<file path="src/rtl/xw_pkg.sv">
package xw_pkg;
    localparam int VA_W         = 32;
    localparam int PA_W         = 52;
    localparam int ENT_W        = 64;
    localparam int OFF_W        = 12;
    localparam int IDX_W        = 9;
    localparam int TOP_IDX_W    = 2;
    localparam int LVL_N        = 3;
    localparam int LVL_W        = 2;
    localparam int SLOT_SHIFT   = 3;
    localparam int CTRL_W       = 32;
    localparam int XLAT_EN_BIT  = 5;
    localparam int PRESENT_BIT  = 0;
    localparam int FRAME_W      = PA_W - OFF_W;

    typedef enum logic [1:0] {
        WS_IDLE,
        WS_ISSUE,
        WS_AWAIT,
        WS_REPLY
    } walk_st_e;

    typedef struct packed {
        logic [PA_W-1:0]  paddr;
        logic             fault;
        logic [LVL_W-1:0] level;
    } xlat_res_t;

    typedef struct packed {
        logic            present;
        logic [PA_W-1:0] base;
    } ent_info_t;

    function automatic logic [PA_W-1:0] slot_addr(input logic [PA_W-1:0] base,
                                                  input logic [IDX_W-1:0] idx);
        return base + {{(PA_W-IDX_W-SLOT_SHIFT){1'b0}}, idx, {SLOT_SHIFT{1'b0}}};
    endfunction
endpackage

</file>
<file path="src/rtl/xw_idx_sel.sv">
module xw_idx_sel
    import xw_pkg::*;
(
    input  logic [VA_W-1:0]  vaddr,
    input  logic [LVL_W-1:0] level,
    output logic [IDX_W-1:0] idx
);
    logic [IDX_W-1:0] fld [LVL_N];

    for (genvar l = 0; l < LVL_N; l++) begin : g_fld
        localparam int W  = (l == 0) ? TOP_IDX_W : IDX_W;
        localparam int LO = OFF_W + (LVL_N - 1 - l) * IDX_W;
        assign fld[l] = IDX_W'(vaddr[LO +: W]);
    end

    always_comb begin
        idx = '0;
        for (int l = 0; l < LVL_N; l++) begin
            if (level == LVL_W'(l)) idx = fld[l];
        end
    end

    logic unused_off;
    assign unused_off = ^vaddr[OFF_W-1:0];
endmodule

</file>
<file path="src/rtl/xw_entry_dec.sv">
module xw_entry_dec
    import xw_pkg::*;
(
    input  logic [ENT_W-1:0] ent,
    output ent_info_t        info
);
    assign info.present = ent[PRESENT_BIT];
    assign info.base    = {ent[PA_W-1:OFF_W], {OFF_W{1'b0}}};

    logic unused_ent;
    assign unused_ent = ^{ent[ENT_W-1:PA_W], ent[OFF_W-1:PRESENT_BIT+1]};
endmodule

</file>
<file path="src/rtl/xw_walk_ctl.sv">
module xw_walk_ctl
    import xw_pkg::*;
(
    input  logic             clk,
    input  logic             rst,
    input  logic             xlat_on,
    input  logic [PA_W-1:0]  root_base,
    input  logic             req_valid_i,
    output logic             req_ready_o,
    input  logic [VA_W-1:0]  req_vaddr_i,
    output logic             rsp_valid_o,
    input  logic             rsp_ready_i,
    output xlat_res_t        res_o,
    output logic             mem_req_valid_o,
    input  logic             mem_req_ready_i,
    input  logic             mem_rsp_valid_i,
    input  ent_info_t        ent_info,
    output logic [VA_W-1:0]  walk_va,
    output logic [LVL_W-1:0] walk_lvl,
    output logic [PA_W-1:0]  walk_base
);
    walk_st_e          st_q;
    logic [VA_W-1:0]   va_q;
    logic [LVL_W-1:0]  lvl_q;
    logic [PA_W-1:0]   base_q;
    xlat_res_t         res_q;

    localparam logic [LVL_W-1:0] LAST_LVL = LVL_W'(LVL_N - 1);

    always_ff @(posedge clk) begin
        if (rst) begin
            st_q   <= WS_IDLE;
            va_q   <= '0;
            lvl_q  <= '0;
            base_q <= '0;
            res_q  <= '0;
        end else begin
            unique case (st_q)
                WS_IDLE: begin
                    if (req_valid_i) begin
                        va_q   <= req_vaddr_i;
                        lvl_q  <= '0;
                        base_q <= root_base;
                        if (xlat_on) begin
                            st_q <= WS_ISSUE;
                        end else begin
                            res_q.paddr <= PA_W'(req_vaddr_i);
                            res_q.fault <= 1'b0;
                            res_q.level <= '0;
                            st_q        <= WS_REPLY;
                        end
                    end
                end
                WS_ISSUE: begin
                    if (mem_req_ready_i) st_q <= WS_AWAIT;
                end
                WS_AWAIT: begin
                    if (mem_rsp_valid_i) begin
                        if (!ent_info.present) begin
                            res_q.paddr <= '0;
                            res_q.fault <= 1'b1;
                            res_q.level <= lvl_q;
                            st_q        <= WS_REPLY;
                        end else if (lvl_q == LAST_LVL) begin
                            res_q.paddr <= {ent_info.base[PA_W-1:OFF_W], va_q[OFF_W-1:0]};
                            res_q.fault <= 1'b0;
                            res_q.level <= lvl_q;
                            st_q        <= WS_REPLY;
                        end else begin
                            lvl_q  <= lvl_q + 1'b1;
                            base_q <= ent_info.base;
                            st_q   <= WS_ISSUE;
                        end
                    end
                end
                WS_REPLY: begin
                    if (rsp_ready_i) st_q <= WS_IDLE;
                end
                default: st_q <= WS_IDLE;
            endcase
        end
    end

    assign req_ready_o     = (st_q == WS_IDLE);
    assign rsp_valid_o     = (st_q == WS_REPLY);
    assign mem_req_valid_o = (st_q == WS_ISSUE);
    assign res_o           = res_q;
    assign walk_va         = va_q;
    assign walk_lvl        = lvl_q;
    assign walk_base       = base_q;

    AST_RSP_HOLD: assert property (@(posedge clk) disable iff (rst)
        rsp_valid_o && !rsp_ready_i |=> rsp_valid_o && $stable(res_o));

    AST_MEMREQ_HOLD: assert property (@(posedge clk) disable iff (rst)
        mem_req_valid_o && !mem_req_ready_i |=> mem_req_valid_o);

    AST_ONE_OUTSTANDING: assert property (@(posedge clk) disable iff (rst)
        $rose(mem_req_valid_o) |-> $past(mem_rsp_valid_i) || $past(req_valid_i && req_ready_o));

    AST_FAULT_LEVEL: assert property (@(posedge clk) disable iff (rst)
        rsp_valid_o && res_o.fault |-> res_o.level < LVL_W'(LVL_N));

    AST_BUSY_AFTER_ACCEPT: assert property (@(posedge clk) disable iff (rst)
        req_valid_i && req_ready_o |=> !req_ready_o);

    AST_PASS_NO_FAULT: assert property (@(posedge clk) disable iff (rst)
        $past(req_valid_i && req_ready_o && !xlat_on) |-> rsp_valid_o && !res_o.fault);
endmodule

</file>
<file path="src/rtl/xw_walker.sv">
module xw_walker
    import xw_pkg::*;
(
    input  logic              clk,
    input  logic              rst,
    input  logic [CTRL_W-1:0] ctrl_i,
    input  logic [PA_W-1:0]   root_base_i,
    input  logic              req_valid_i,
    output logic              req_ready_o,
    input  logic [VA_W-1:0]   req_vaddr_i,
    output logic              rsp_valid_o,
    input  logic              rsp_ready_i,
    output logic [PA_W-1:0]   rsp_paddr_o,
    output logic              rsp_fault_o,
    output logic [LVL_W-1:0]  rsp_level_o,
    output logic              mem_req_valid_o,
    input  logic              mem_req_ready_i,
    output logic [PA_W-1:0]   mem_req_addr_o,
    input  logic              mem_rsp_valid_i,
    input  logic [ENT_W-1:0]  mem_rsp_data_i
);
    logic             xlat_on;
    ent_info_t        ent_info;
    xlat_res_t        res;
    logic [VA_W-1:0]  walk_va;
    logic [LVL_W-1:0] walk_lvl;
    logic [PA_W-1:0]  walk_base;
    logic [IDX_W-1:0] slot_idx;

    assign xlat_on = ctrl_i[XLAT_EN_BIT];

    logic unused_ctrl;
    assign unused_ctrl = ^{ctrl_i[CTRL_W-1:XLAT_EN_BIT+1], ctrl_i[XLAT_EN_BIT-1:0]};

    xw_idx_sel idx_sel_i (
        .vaddr (walk_va),
        .level (walk_lvl),
        .idx   (slot_idx)
    );

    xw_entry_dec entry_dec_i (
        .ent  (mem_rsp_data_i),
        .info (ent_info)
    );

    xw_walk_ctl walk_ctl_i (
        .clk             (clk),
        .rst             (rst),
        .xlat_on         (xlat_on),
        .root_base       (root_base_i),
        .req_valid_i     (req_valid_i),
        .req_ready_o     (req_ready_o),
        .req_vaddr_i     (req_vaddr_i),
        .rsp_valid_o     (rsp_valid_o),
        .rsp_ready_i     (rsp_ready_i),
        .res_o           (res),
        .mem_req_valid_o (mem_req_valid_o),
        .mem_req_ready_i (mem_req_ready_i),
        .mem_rsp_valid_i (mem_rsp_valid_i),
        .ent_info        (ent_info),
        .walk_va         (walk_va),
        .walk_lvl        (walk_lvl),
        .walk_base       (walk_base)
    );

    assign mem_req_addr_o = slot_addr(walk_base, slot_idx);
    assign rsp_paddr_o    = res.paddr;
    assign rsp_fault_o    = res.fault;
    assign rsp_level_o    = res.level;

    AST_ADDR_HOLD: assert property (@(posedge clk) disable iff (rst)
        mem_req_valid_o && !mem_req_ready_i |=> $stable(mem_req_addr_o));

    AST_NO_READ_WHILE_REPLY: assert property (@(posedge clk) disable iff (rst)
        rsp_valid_o |-> !mem_req_valid_o && !req_ready_o);
endmodule

</file>
<file path="config.mk">
export PLATFORM = sky130hd
export DESIGN_NAME = xw_walker
export DESIGN_NICKNAME = d
export VERILOG_FILES = /design/src/rtl/xw_pkg.sv /design/src/rtl/xw_idx_sel.sv /design/src/rtl/xw_entry_dec.sv /design/src/rtl/xw_walk_ctl.sv /design/src/rtl/xw_walker.sv
export SDC_FILE = /design/constraint.sdc
export NUM_CORES = 1
export LEC_CHECK = 0
export CAP_MARGIN = 25
export CORE_MARGIN = 2
export CORE_UTILIZATION = 40
export DETAILED_ROUTE_END_ITERATION = 12
export PLACE_DENSITY = 0.88
export REMOVE_ABC_BUFFERS = 1
export SETUP_SLACK_MARGIN = 0.02
export SLEW_MARGIN = 15
export SYNTH_ARGS = -nofsm -noshare
export SYNTH_HDL_FRONTEND = slang
export SYNTH_SLANG_ARGS = --single-unit
</file>
<file path="constraint.sdc">
create_clock -name clk -period 3.9 [get_ports clk]
set_input_delay 0.78 -clock clk [delete_from_list [all_inputs] [get_ports clk]]
set_output_delay 0.78 -clock clk [all_outputs]
set_load 0.02 [all_outputs]
</file>
==> results.py, run 1 <==
metrics = {
    "clock_network": {
        "cts_tree": "yes",
        "cts.path.max_buffers": 2,
        "clkSinkCount": 143,
        "cts_made_buffers": 17,
        "clockRootBuffer": "clkbuf_16",
        "clock_latency_ns": 0.42,
        "hold_buffers": 0,
        "htreeDepth": 4,
        "clk_pin_slew_ns": 0.06,
    },
    "sta": {
        "fin_ws_ns": -0.227,
        "setup_viol": 33,
        "hold_violations": 0,
        "min_period_ns": 4.13,
        "finalClockSkew_ns": 0.0190,
        "relSlewSlack_pct": 40.3,
        "max_freq_mhz": 242,
        "rsz0062_at_grt": "true",
        "maxSlewViolCount": 0,
        "worst_pin_slew_ns": 0.896,
        "period_share_pct": 106,
        "fin_setup_tns_ns": -4.47,
    },
    "worst_setup_path": {
        "path_max_fanout": 4,
        "critPathMostFrequentCell": "buf_6",
        "cp_cell_sequence": "inv_4 -> ha_4 -> nand2_4 -> nor2_4 -> a21oi_2 -> o21ai_2 -> ha_2 -> inv_2 -> fa_2 -> nand2b_4 -> a211oi_4 -> buf_6 -> o2111ai_4 -> buf_6 -> nor3_4 -> xnor2_1 -> buf_4",
        "cp.required_ns": 3.12,
        "cp_top_family": "adder cells",
        "worst-path-buf-inv": 5,
        "startpoint_type": "register",
        "max_stage_delay_ns": 0.37,
        "path_class": "register to output port",
        "cp_slowest_cell": "dfxtp_4",
        "cp-end-kind": "output port",
        "worst_ep_arrival_time_ns": 3.35,
    },
    "drt": {
        "wl_per_cell_um": 18.4,
        "drt.antenna.violating_nets": 0,
        "drtIter0Drc": 623,
        "viasPerCell": 5.61,
        "wirelength_mm": 27.4,
        "drtPass1Iterations": 8,
        "drc": 0,
        "vias": 8325,
    },
    "power_and_ir_drop": {
        "leakage_uw": 0.00428,
        "peakVddDrop_uv": 307,
        "power_density_mw_per_mm2": 419,
    },
    "run": {
        "cap_violations": 0,
    },
    "global_routing": {
        "grt_pass1_vias": 8161,
        "grt_max_degree": 84,
        "antenna_found_initial": 1,
        "grt_pass1_wl_mm": 42.0,
        "grt_overflow": 0,
        "track_usage_pct": 26.8,
    },
    "finish": {
        "final_nets": 1441,
        "synthToLayoutAreaGrowth_pct": 52.0,
        "final_cell_count_no_fill": 1484,
        "drive_gt1_share_pct": 18.8,
        "fillers": 1457,
    },
    "logic_synthesis": {
        "avgSynthCellArea_sq_um": 7.53,
        "async_flop_share_pct": 0,
        "ys_warn_count": 0,
        "synth_top_area_share_pct": 38.5,
        "synth_ff_type": "dfxtp_1",
        "synth-seq-cells": 143,
        "seq_area_frac_synth_pct": 38.5,
        "synth_top_cell_by_area": "dfxtp_1",
        "synth_area_leaders": "dfxtp_1 38%, nand2_1 13%, a311oi_1 8.6%",
        "synth_edf_count": 0,
        "ys_types": 62,
        "synthCells": 989,
        "synth_area_sq_mm": 0.00744,
    },
    "floorplan": {
        "die-area_sq_mm": 0.0197,
        "die_h_um": 140,
        "rows": 49,
        "coreArea_sq_mm": 0.0181,
        "die_w_um": 140,
        "io_pins": 296,
        "initial_core_util_pct": 41.2,
    },
    "place": {
        "dp_hpwl_mm": 19.0,
        "place_congestion": 0.890,
        "port_buffers": 241,
        "dp_cells": 1438,
    },
    "hold_path": {
        "hold_path.class": "register to register",
    },
    "status": {
        "violations": "setup timing",
        "status": "finished with violations",
    },
}
==> what timing repair did <==
action                     4_1_cts  5_1_grt
pin swaps                       23       27
cloned                           1        0
gates resized for setup        263       76
setup endpoints to repair       46       46
buffers inserted                 5        9
==> cell families (layout without fill, tap and decap cells) <==
family                   after synthesis  in the layout  share of synthesized area (%)
AO/OA/AOI/OAI                        204            205                           19.3
XOR/XNOR                              46             46                           5.41
adder cells (fa/ha/maj)               13             13                           2.29
buffers and inverters                 94            358                           5.09
flip-flops                           143            143                           38.5
multiplexers                           1              1                          0.134
other                                  0              1                              0
AND/OR/NAND/NOR                      488            488                           29.3
==> worst reg2reg max path, cell delays in order, from the launching register on <==
cell and delay (ns):
dfxtp_1 0.70, inv_1 0.22, nand2_2 0.58, buf_4 0.51
nand2_1 0.14, a311oi_1 0.34
==> state kept, by name, indices dropped and copies added (netlist names) <==
name	cells
walk_ctl_i.walk_va	32
walk_ctl_i.st_q	2
walk_ctl_i.walk_lvl	2
walk_ctl_i.res_o	55
walk_ctl_i.walk_base	52
==> power breakdown <==
group          internal [uW]  switching [uW]  total [uW]  leakage (uW)
sequential              1630             185        1810       0.00117
clock                    839             638        1480      0.000255
combinational            619             831        1450       0.00285
==> metrics by stage <==
step / util, % / area [sq um] / hold WS (ns) / total power [uW] / setup WS [ns]
after global routing: 62.6 / 11300 / 0.468 / 4970 / -0.374
final: 62.6 / 11300 / 0.448 / 4740 / -0.227
after global placement: 56.9 / 10300 / 0.437 / 3220 / -0.400
after detailed placement: 57.0 / 10300 / 0.442 / 3260 / -0.462
after CTS: 61.0 / 11000 / 0.450 / 4720 / -0.251
after floorplan: - / 7120 / 0.430 / 2520 / -0.347
==> area by class of cell <==
class / instances / area, sq um / share of cell area (%)
clock buffers: 21 / 460 / 4.07
diodes: 1 / 2.50 / 0.0221
repair buffers: 312 / 2910 / 25.7
flip-flops and latches: 143 / 2870 / 25.3
multi-input cells: 753 / 4670 / 41.2
inverters: 15 / 61.3 / 0.542
well taps: 229 / 287 / 2.53
clock inverters: 10 / 65.1 / 0.575
==> routing by layer <==
metal	wire length, um	vias to the layer above	part of all wire, %	track usage [%]
li1	-	3943	-	-
met1	11000	3944	40	32.7
met2	13200	354	48	44.5
met3	1870	84	6.8	5.61
met4	1320	0	4.8	14.0
met5	0	-	0	0
==> layout by cell type (no fill, tap or decap), types with 5 or more instances in the layout <==
cell type          n
nand2_1          254
clkdlybuf4s50_1  194
dfxtp_1          141
buf_4             96
nor2_1            88
a21oi_1           76
a311oi_1          72
nand3_1           66
xnor2_1           22
xor2_1            20
clkbuf_16         17
nand3b_1          12
inv_1             12
buf_6             12
nor2_4             8
a21oi_2            8
ha_1               8
o21ai_1            7
and2_1             6
nor3_2             6
nand4_1            5
o2111ai_2          5
clkinv_2           5
==> synthesized netlist by cell type (all sizes together), types with 3 or more instances <==
cell	instances
and3	3
buf	25
nand4	8
a21oi	85
o21bai	3
nand3b	12
o211ai	3
ha	12
nand2b	5
nor3	10
a211oi	7
a311oi	73
xor2	21
xnor2	25
o21ai	15
nor4	6
nand2	258
dfxtp	143
nor2b	3
clkbuf	54
inv	15
nand3	68
and2	7
nor2	100
o2111ai	7
==> final timing paths <==
kind | cells after the start | startpoint | endpoint | slack (ns)
worst min-delay path | 2 | walk_ctl_i.walk_base[2]$_SDFFE_PP0P_ | walk_ctl_i.walk_base[2]$_SDFFE_PP0P_ | 0.45
worst min register to register | 2 | walk_ctl_i.walk_base[2]$_SDFFE_PP0P_ | walk_ctl_i.walk_base[2]$_SDFFE_PP0P_ | 0.45
worst max register to register | 5 | walk_ctl_i.st_q[0]$_SDFFE_PP0P_ | walk_ctl_i.walk_base[40]$_SDFFE_PP0P_ | 1.29
worst max-delay path | 17 | walk_ctl_i.walk_lvl[0]$_SDFFE_PP0P_ | mem_req_addr_o[43] | -0.23
(Power assumes the default switching activity.)
==> inputs of run 2 (changes only) <==
--- a/config.mk
+++ b/config.mk
@@ -8,6 +8,7 @@
 export CAP_MARGIN = 25
 export CORE_MARGIN = 2
 export CORE_UTILIZATION = 40
+export CTS_BUF_LIST = sky130_fd_sc_hd__clkbuf_16
 export DETAILED_ROUTE_END_ITERATION = 12
 export PLACE_DENSITY = 0.88
 export REMOVE_ABC_BUFFERS = 1
==> run 2 against run 1 <==
  * The flow still finishes with violations (setup timing)
  * Register-to-register slack about the same
  * Critical endpoint is now mem_req_addr_o[41]
  * Highest routed layer unchanged
  * First-iteration DRC count up 30%
  * Routed wire length up 5.7%
  * Critical path depth unchanged
  * Maximum frequency down 1.4%
==> results.py, run 2 (synthesized netlist as in run 1, its figures left out) <==
metrics = {
    "worst_setup_path": {
        "r2r_end": "walk_ctl_i.walk_base[40]$_SDFFE_PP0P_",
        "cp-end-kind": "output port",
        "startpoint_type": "register",
        "path_class": "register to output port",
        "r2r-start": "walk_ctl_i.st_q[1]$_SDFFE_PP0P_",
        "worst_ep_arrival_time_ns": 3.40,
        "cp_top_family": "adder cells",
        "cp.required_ns": 3.12,
        "cp_cell_sequence": "inv_4 -> ha_4 -> nand2_4 -> nor2_4 -> a21oi_2 -> o21ai_2 -> ha_2 -> inv_2 -> fa_2 -> nand2b_4 -> a211oi_4 -> buf_6 -> o2111ai_4 -> buf_6 -> nor2_4 -> xor2_1 -> buf_4",
        "r2r_slack_ns": 1.29,
        "reg2reg_depth": 4,
        "worst-path-buf-inv": 5,
        "max_stage_delay_ns": 0.37,
        "cp_slowest_cell": "dfxtp_4",
        "path_max_fanout": 4,
        "critPathLaunch": "walk_ctl_i.walk_lvl[0]$_SDFFE_PP0P_",
    },
    "clock_network": {
        "clkSinkCount": 143,
        "clk_pin_slew_ns": 0.06,
        "clockRootBuffer": "clkbuf_16",
        "cts_made_buffers": 17,
        "cts_tree": "yes",
        "htreeDepth": 4,
        "cts.path.max_buffers": 2,
        "hold_buffers": 0,
        "clock_latency_ns": 0.43,
    },
    "drt": {
        "drtIter0Drc": 808,
        "drt-met1-wl_mm": 11.7,
        "drt.antenna.violating_nets": 0,
        "viasPerCell": 5.79,
        "met3_length_mm": 1.98,
        "wl_met2_mm": 13.8,
        "routed.top_layer": "met4",
        "vias": 8655,
        "drc": 0,
        "wl_per_cell_um": 19.3,
        "wirelength_mm": 28.9,
        "drtPass1Iterations": 5,
    },
    "floorplan": {
        "coreArea_sq_mm": 0.0181,
        "initial_core_util_pct": 41.2,
        "die_h_um": 140,
        "die-area_sq_mm": 0.0197,
        "rows": 49,
        "io_pins": 296,
        "die_w_um": 140,
    },
    "sta": {
        "setup_viol": 28,
        "min_period_ns": 4.18,
        "worst_pin_slew_ns": 0.914,
        "holdWs_ns": 0.448,
        "relSlewSlack_pct": 39.1,
        "hold_violations": 0,
        "period_share_pct": 107,
        "fin_ws_ns": -0.285,
        "finalClockSkew_ns": 0.0147,
        "maxSlewViolCount": 0,
        "max_freq_mhz": 239,
        "rsz0062_at_grt": "true",
    },
    "global_routing": {
        "grt_pass1_wl_mm": 42.2,
        "antenna_found_initial": 1,
        "grt_max_degree": 84,
        "track_usage_pct": 26.9,
        "grt_pass1_vias": 8179,
        "grt_overflow": 0,
    },
    "finish": {
        "drive_gt1_share_pct": 21.7,
        "largest_reg_flops": 55,
        "multi_input_area_sq_mm": 0.00494,
        "fillers": 1382,
        "final_nets": 1452,
        "seqCellArea_sq_mm": 0.00287,
        "layout_commonest_cell": "nand2_1",
        "fin_util_pct": 64.8,
        "synthToLayoutAreaGrowth_pct": 57.5,
        "final_cell_mix": "245 x nand2_1, 196 x clkdlybuf4s50_1, 141 x dfxtp_1, 89 x buf_4, 86 x nor2_1",
    },
    "power_and_ir_drop": {
        "combPwrFrac_pct": 31.5,
        "peakVddDrop_uv": 314,
        "power_switching_uw": 1690,
        "internal_power_uw": 3070,
        "leakage_uw": 0.00445,
        "power_density_mw_per_mm2": 406,
        "sw_frac_of_total_pct": 35.5,
        "pwr-share-clk_pct": 30.2,
        "seqPwrFrac_pct": 38.3,
    },
    "hold_path": {
        "holdCritStartpoint": "walk_ctl_i.walk_base[2]$_SDFFE_PP0P_",
        "hold-path-cell-count": 2,
        "hold_path.class": "register to register",
        "min_to": "walk_ctl_i.walk_base[2]$_SDFFE_PP0P_",
    },
    "place": {
        "dp_hpwl_mm": 19.0,
        "place_congestion": 0.890,
        "dp_slack_ns": -0.462,
        "port_buffers": 241,
    },
    "run": {
        "cap_violations": 0,
    },
    "status": {
        "violations": "setup timing",
        "status": "finished with violations",
    },
}
==> run 2: worst reg2reg max path: cells and delay by family, from the launching register on <==
kind,cells,cell delay (ns)
AOI/OAI and AO/OA,1,0.35
DFF,1,0.89
buffers and inverters,1,0.67
and+or+nand+nor,2,0.59
==> run 2: layer usage <==
metal | vias to the layer above | global-route usage [%]
met5 | - | 0
met4 | 0 | 15.0
met3 | 111 | 5.40
met2 | 423 | 44.2
met1 | 4147 | 33.1
li1 | 3974 | -
==> run 2: worst max path at each step <==
stage | endpoint | slack, ns | depth (start not counted)
global route | mem_req_addr_o[41] | -0.43 | 17
finish | mem_req_addr_o[41] | -0.28 | 17
detailed placement | mem_req_addr_o[43] | -0.46 | 16
global placement | mem_req_addr_o[51] | -0.40 | 16
CTS | mem_req_addr_o[39] | -0.25 | 16
floorplan | walk_ctl_i.res_o[10]$_SDFFE_PP0P_ | -0.35 | 6
==> run 2: metrics by stage <==
step	instance area (sq um)	TNS (ns)	total power [uW]	instances
after floorplan	7120	-17.86	2520	910
after global placement	10300	-7.69	3220	1437
after detailed placement	10300	-10.76	3260	1438
after CTS	11100	-2.82	4670	1477
after global routing	11700	-8.01	4980	1495
final	11700	-4.02	4760	1495
==> run 2: area by class of cell <==
class,instances,share of cell area [%]
inverter,15,0.502
multi-input combinational,754,42.1
antenna,1,0.0213
timing repair buffer,322,26.1
sequential,143,24.5
clock inverter,14,0.683
tap,229,2.44
clock buffer,17,3.63
==> run 2: power by group through the flow <==
| stage | logic (uW) | registers, uW | clock network [uW] |
|---|---|---|---|
| 3_5_place_dp | 1430 | 1830 | 0 |
| 4_1_cts | 1420 | 1800 | 1450 |
| 3_3_place_gp | 1390 | 1830 | 0 |
| 2_1_floorplan | 683 | 1840 | 0 |
| 5_1_grt | 1610 | 1840 | 1530 |
| 6_report | 1500 | 1820 | 1440 |
==> run 2: what timing repair did <==
item	in CTS	in global routing
pin swaps	30	40
gates cloned	1	2
hold endpoints to repair	0	0
setup endpoints to repair	46	46
resized for setup	267	131
buffers inserted	7	17
